--- src/rtl/irq_sel_pkg.sv ---
package irq_sel_pkg;
  localparam int unsigned CODE_W  = 4;
  localparam int unsigned NUM_SRC = 4;

  typedef enum logic [1:0] {
    LVL_USER  = 2'd0,
    LVL_SUPER = 2'd1,
    LVL_MACH  = 2'd3
  } lvl_e;

  localparam logic [CODE_W-1:0] CODE_SWI   = CODE_W'(0);
  localparam logic [CODE_W-1:0] CODE_TIMER = CODE_W'(1);
  localparam logic [CODE_W-1:0] CODE_HOST  = CODE_W'(2);
endpackage

--- src/rtl/irq_msip_reg.sv ---
module irq_msip_reg (
  input  logic clk_i,
  input  logic rst_ni,
  input  logic set_i,
  input  logic clr_i,
  output logic pend_o
);
  always_ff @(posedge clk_i or negedge rst_ni) begin
    if (!rst_ni)    pend_o <= 1'b0;
    else if (set_i) pend_o <= 1'b1;  // set wins
    else if (clr_i) pend_o <= 1'b0;
  end

  AST_MSIP_SET: assert property (@(posedge clk_i) disable iff (!rst_ni)
    set_i |=> pend_o);
  AST_MSIP_CLR: assert property (@(posedge clk_i) disable iff (!rst_ni)
    (clr_i && !set_i) |=> !pend_o);
endmodule

--- src/rtl/irq_level_gate.sv ---
module irq_level_gate #(
  parameter logic [1:0] LEVEL = 2'd3
) (
  input  logic [1:0] priv_i,
  input  logic       gie_i,
  output logic       ok_o
);
  assign ok_o = (priv_i < LEVEL) || ((priv_i == LEVEL) && gie_i);
endmodule

--- src/rtl/irq_prio_pick.sv ---
module irq_prio_pick #(
  parameter int unsigned N      = 4,
  parameter int unsigned CODE_W = 4
) (
  input  logic [N-1:0]             req_i,
  input  logic [N-1:0][CODE_W-1:0] code_i,
  output logic                     valid_o,
  output logic [CODE_W-1:0]        code_o
);
  // lowest index wins
  always_comb begin
    valid_o = 1'b0;
    code_o  = '0;
    for (int i = 0; i < int'(N); i++) begin
      if (req_i[i] && !valid_o) begin
        valid_o = 1'b1;
        code_o  = code_i[i];
      end
    end
  end
endmodule

--- src/rtl/irq_qualifier.sv ---
module irq_qualifier
  import irq_sel_pkg::*;
#(
  parameter int unsigned XLEN = 64
) (
  input  logic            clk_i,
  input  logic            rst_ni,
  input  logic [1:0]      priv_i,
  input  logic            gie_i,
  input  logic            ipi_deliver_i,
  input  logic            msip_clr_i,
  input  logic            ssip_i,
  input  logic            host_msg_nz_i,
  input  logic            stip_i,
  input  logic            stie_i,
  output logic            irq_o,
  output logic [XLEN-1:0] cause_o
);
  logic msip_q, m_ok, s_ok, pick_valid;
  logic [CODE_W-1:0] pick_code;
  logic [NUM_SRC-1:0] req;
  logic [NUM_SRC-1:0][CODE_W-1:0] codes;
  logic [XLEN-1:0] cause_d;

  irq_msip_reg u_msip (
    .clk_i (clk_i), .rst_ni(rst_ni),
    .set_i (ipi_deliver_i), .clr_i(msip_clr_i), .pend_o(msip_q)
  );

  irq_level_gate #(.LEVEL(LVL_MACH))  u_gate_m (.priv_i(priv_i), .gie_i(gie_i), .ok_o(m_ok));
  irq_level_gate #(.LEVEL(LVL_SUPER)) u_gate_s (.priv_i(priv_i), .gie_i(gie_i), .ok_o(s_ok));

  // priority order: machine sources first
  assign req[0]   = m_ok && msip_q;
  assign req[1]   = m_ok && host_msg_nz_i;
  assign req[2]   = s_ok && ssip_i;
  assign req[3]   = s_ok && stip_i && stie_i;
  assign codes[0] = CODE_SWI;
  assign codes[1] = CODE_HOST;
  assign codes[2] = CODE_SWI;
  assign codes[3] = CODE_TIMER;

  irq_prio_pick #(.N(NUM_SRC), .CODE_W(CODE_W)) u_pick (
    .req_i(req), .code_i(codes), .valid_o(pick_valid), .code_o(pick_code)
  );

  always_comb begin
    cause_d = '0;
    if (pick_valid) begin
      cause_d[XLEN-1]     = 1'b1;
      cause_d[CODE_W-1:0] = pick_code;
    end
  end

  always_ff @(posedge clk_i or negedge rst_ni) begin
    if (!rst_ni) begin
      irq_o   <= 1'b0;
      cause_o <= '0;
    end else begin
      irq_o   <= pick_valid;
      cause_o <= cause_d;
    end
  end

  AST_CAUSE_MARK: assert property (@(posedge clk_i) disable iff (!rst_ni)
    irq_o |-> cause_o[XLEN-1]);
  AST_IDLE_ZERO: assert property (@(posedge clk_i) disable iff (!rst_ni)
    !irq_o |-> (cause_o == '0));
  AST_MACH_MASKED: assert property (@(posedge clk_i) disable iff (!rst_ni)
    (priv_i == LVL_MACH && !gie_i) |=> !irq_o);
  AST_USER_SSIP: assert property (@(posedge clk_i) disable iff (!rst_ni)
    (priv_i == LVL_USER && ssip_i) |=> irq_o);
  AST_HOST_LOSES: assert property (@(posedge clk_i) disable iff (!rst_ni)
    (m_ok && msip_q && host_msg_nz_i) |=> (cause_o[CODE_W-1:0] == CODE_SWI));
endmodule

--- config.mk ---
export PLATFORM = sky130hd
export DESIGN_NAME = irq_qualifier
export DESIGN_NICKNAME = d
export VERILOG_FILES = /design/src/rtl/irq_sel_pkg.sv /design/src/rtl/irq_msip_reg.sv /design/src/rtl/irq_level_gate.sv /design/src/rtl/irq_prio_pick.sv /design/src/rtl/irq_qualifier.sv
export SDC_FILE = /design/constraint.sdc
export NUM_CORES = 1
export LEC_CHECK = 0
export CORE_AREA = 10 10 61 63
export DETAILED_ROUTE_END_ITERATION = 10
export DIE_AREA = 0 0 71 73
export GPL_ROUTABILITY_DRIVEN = 0
export HOLD_SLACK_MARGIN = 0.15
export PLACE_DENSITY = 0.77
export SLEW_MARGIN = 20
export SYNTH_ARGS = -nofsm -noshare
export SYNTH_HDL_FRONTEND = slang
export SYNTH_SLANG_ARGS = --single-unit
--- constraint.sdc ---
create_clock -name clk_i -period 1.16 [get_ports clk_i]
set_clock_uncertainty 0.2 [all_clocks]
set_input_delay 0.174 -clock clk_i [delete_from_list [all_inputs] [get_ports clk_i]]
set_output_delay 0.174 -clock clk_i [all_outputs]
set_load 0.05 [all_outputs]
# [After elaboration in Yosys (flattened, before gate mapping)]
# Index checks and enable logic that the tools add are counted.
[totals] register_bits=7 inputBits=11 elab_cells=34
[classes] n_lt_le_gt_ge=2 n_eq_ne=2 mux=11 n_reduce_logical=16
[op_table] op="1-bit logical AND" count=10
[op_table] op="1-bit two-way mux" count=7
[op_table] op="2-bit two-way mux" count=3
[op_table] op="4-bit two-way mux" count=1
[op_table] op="1-bit zero test" count=3
[op_table] op="2-bit by 1-bit == test with 1-bit output, second input constant" count=1
[op_table] op="2-bit == test, second input constant" count=1
[op_table] op="1-bit logical OR" count=2
[op_table] op="2-bit by 1-bit < comparator with 1-bit output, second input constant" count=1
[op_table] op="2-bit < comparator, second input constant" count=1
[op_table] op="2-bit nonzero test" count=1

# [Longest topological paths before layout]
[logic_depth] ltp_word=15 ltp_mapped=3 depth_no_buf=3

# [By module]
# Synthesis repeated with hierarchy kept, for this count alone.
[hier_totals] hier_cells=105 hier_area_um2=840.8
[modules_own_cells] mod="irq_qualifier" n_inst=1 cells_each=75 area_per_inst_um2=633.1
[modules_own_cells] mod="irq_prio_pick" n_inst=1 cells_each=24 area_per_inst_um2=151.4
[modules_own_cells] mod="irq_msip_reg" n_inst=1 cells_each=3 area_per_inst_um2=36.3
[modules_own_cells] mod="irq_level_gate (u_gate_s)" n_inst=1 cells_each=2 area_per_inst_um2=12.5
[modules_own_cells] mod="irq_level_gate (u_gate_m)" n_inst=1 cells_each=1 area_per_inst_um2=7.5

# [Least setup slack after synthesis]
# No wires, ideal clock.
[synth_path] kind="reg-to-output" from="reg cause_o[63]" to="out cause_o[63]" t_arrival_ps=886 path_slack_ps=-100 stages_incl_launch_ff=2 n_path_buf=1 path_cell_list="dfrtp_1 -> buf_4"
[synth_rtl] item="start: declaration" line="irq_qualifier.sv:17" rtl="output logic [XLEN-1:0] cause_o"
[synth_rtl] item="start signal: assignment" line="irq_qualifier.sv:61" rtl="cause_o <= cause_d;"
# No word-level cell between the ends.

==> impl_metrics.csv <==
group,metric,value,unit
yosys,synth_cells,78,
clock_network,clk_pin_slew,0.05,ns
setup_path,worstPathCellList,"buf_12",
floorplan,die_w,71,um
sta,clock.fmax,0.822,GHz
hold_path,min_path_cells,2,
setup_path,crit_path_end_kind,"output port",
clock_network,htree_num_levels,1,
yosys,synth_area_leader_cell,"buf_4",
yosys,yosysTopAreaCellShare,70.6,%
finish,final-instance-count-excl-fill,127,
detailed_routing,dr.pass1.iters,2,
finish,nets,108,
yosys,synth_area_leaders,"buf_4 (71%), dfrtp_1 (15%), o2bb2ai_2 (2.3%)",
setup_path,critPathSlowestCell,"dfrtp_2",
global_routing,track_usage,4.94,%
setup_path,critPathKind,"register to output port",
sta,hold_violations,0,
finish,diodes,0,
setup_path,cp_max_fo,2,
clock_network,cts_buffers,3,
sta,setup_ws,-0.0570,ns
setup_path,reg2reg_to,"cause_o[0]",
power,p_int,0.350,mW
power,leakage,0.377,nW
sta,drv_slew,0,
floorplan,io_pins,76,
power,p_sw_share,61.7,%
sta,setup_violations,2,
finish,fillers,287,
detailed_routing,wl_per_cell,10.7,um
sta,hold-worst-slack,0.295,ns
sta,grt_setup_unrepaired,"yes",
floorplan,rows,19,
detailed_routing,num_vias,354,
power,pwr-share-comb,61.4,%
flow_run,cap_violations,0,
power,pwr_density_cell,1340,mW/mm^2
global_routing,antenna_found_initial,0,
clock_network,cts_root_buf,"clkbuf_4",
detailed_routing,final_antenna_net_count,0,
power,seqPwrFrac,17.2,%
yosys,ys_warn_count,0,
yosys,synth.distinct_cells,13,
hold_path,hold_path_end,"u_msip.pend_o",
yosys,syn-cell-area,659,um^2
floorplan,die-area,0.00518,mm^2
setup_path,r2r_start,"u_msip.pend_o",
sta,min_period,1.22,ns
yosys,syn_avg_cell_area,8.45,um^2
placed_design,port-buffer-count,14,
hold_path,min_path_type,"input port to register",
clock_network,cts_sinks,4,
clock_network,cts_resized,0,
floorplan,core_area,0.00262,mm^2
detailed_routing,drc,0,
setup_path,setup.worst_path.start,"cause_o[63]",
placed_design,placed_cells,122,
clock_network,cts_tree,"built",
floorplan,initial_core_util,25.2,%
setup_path,path_depth,1,
detailed_routing,vias_per_cell,2.79,
floorplan,die_h,73,um
finish,area_delta_synth_final,3.61,%
power,p_switching,0.565,mW
finish,drive_gt1_share,13.5,%
global_routing,grt_overflow_total,0,
detailed_routing,drtIter0Drc,2,
setup_path,path_buf_inv,1,
setup_path,cp.required,0.79,ns
setup_path,cp_top_family,"flip-flops",
setup_path,rrSetupSlack,0.13,ns
power,vdd_ir_drop_max,0.419,mV
global_routing,first_global_vias,411,
clock_network,worstSkewPairLatency,0.24,ns
yosys,ys_seq_elements,4,
status,failed_checks,"negative setup slack",
setup_path,max_stage_delay,0.44,ns
sta,fin_crit_sh,105,%
clock_network,clockBufferDepth,2,
hold_path,min-delay-start,"ipi_deliver_i",
detailed_routing,routed_wl,1.36,mm
placed_design,place_hpwl,1.30,mm
yosys,synth_seq_area_share,15.2,%
setup_path,r2r.worst_path.cells,1,
global_routing,grt_max_degree,5,
setup_path,arrival,0.84,ns
status,status,"complete, but fails checks",
power,pwr-share-clk,21.4,%
global_routing,grt_pass1_wl,2.04,mm
setup_path,start_kind,"register",
finish,postLayoutCoreUtil,26.1,%
registers in the layout (all words and copies together), names as in the netlist:
register / cells
u_msip.pend_o: 1
cause_o: 3
per-stage QoR:
step | setup TNS [ns] | instance area [um^2] | power (mW) | setup WS [ns]
2_1_floorplan | 0 | 886 | 0.791 | 0.0417
3_3_place_gp | -0.353 | 647 | 0.708 | -0.181
3_5_place_dp | -0.426 | 647 | 0.709 | -0.184
4_1_cts | -0.145 | 683 | 0.914 | -0.0679
5_1_grt | -0.206 | 683 | 0.957 | -0.0851
6_report | -0.113 | 683 | 0.916 | -0.0570
cells by family (layout without fill, tap and decap cells):
family | after synthesis | after routing | share of synthesized area, %
other cells | 1 | 61 | 0.569
compound gates | 5 | 5 | 6.83
flops | 4 | 4 | 15.2
buf+inv | 63 | 21 | 71.2
simple gates | 5 | 5 | 6.26
cell usage in the layout, fill, tap and decap left out, drive strengths merged, types with 2 or more instances in the layout:
cell	netlist	layout
clkdlybuf4s50	0	10
a21oi	2	2
conb	1	61
buf	62	5
clkbuf	0	4
dfrtp	4	4
final cells by class:
| class | count | area (um^2) | area share, % |
|---|---|---|---|
| Tap cell | 31 | 38.8 | 5.68 |
| Multi-Input combinational cell | 71 | 315 | 46.2 |
| Inverter | 1 | 3.75 | 0.549 |
| Clock buffer | 4 | 26.3 | 3.85 |
| Sequential cell | 4 | 101 | 14.8 |
| Timing Repair Buffer | 16 | 198 | 28.9 |
power by group through the flow:
stage | combinational, mW | sequential, mW | clock, mW
after CTS | 0.552 | 0.158 | 0.203
after global placement | 0.548 | 0.160 | 0
final | 0.562 | 0.158 | 0.196
after global routing | 0.583 | 0.159 | 0.215
after detailed placement | 0.549 | 0.160 | 0
after floorplan | 0.621 | 0.171 | 0
timing repair:
item | CTS | global route
hold buffers | 1 | 0
endpoints found under the hold margin | 4 | 0
setup endpoints to repair | 4 | 4
buffers inserted | 0 | 0
synthesized netlist by cell type:
library cell / number
nand3_1: 1
nor2b_4: 1
inv_1: 1
a21oi_1: 2
nand2b_1: 1
o2bb2ai_2: 1
a21o_1: 1
nor2_1: 1
o31ai_2: 1
dfrtp_1: 4
nor4_2: 1
conb_1: 1
buf_4: 62
metal layers:
layer	vias up	share of wire, %	global-route usage (%)
li1	155	-	-
met1	149	36	4.42
met2	48	42	7.02
met3	2	21	5.17
met4	0	0.96	2.58
met5	-	0	0
worst max-delay path by stage:
stage                     slack, ns     endpoint
after global placement        -0.18  cause_o[63]
final                         -0.06        irq_o
after detailed placement      -0.18  cause_o[63]
after CTS                     -0.07        irq_o
after global routing          -0.09        irq_o
after floorplan                0.04  cause_o[63]
No activity file was read; power rests on OpenSTA's default activity.
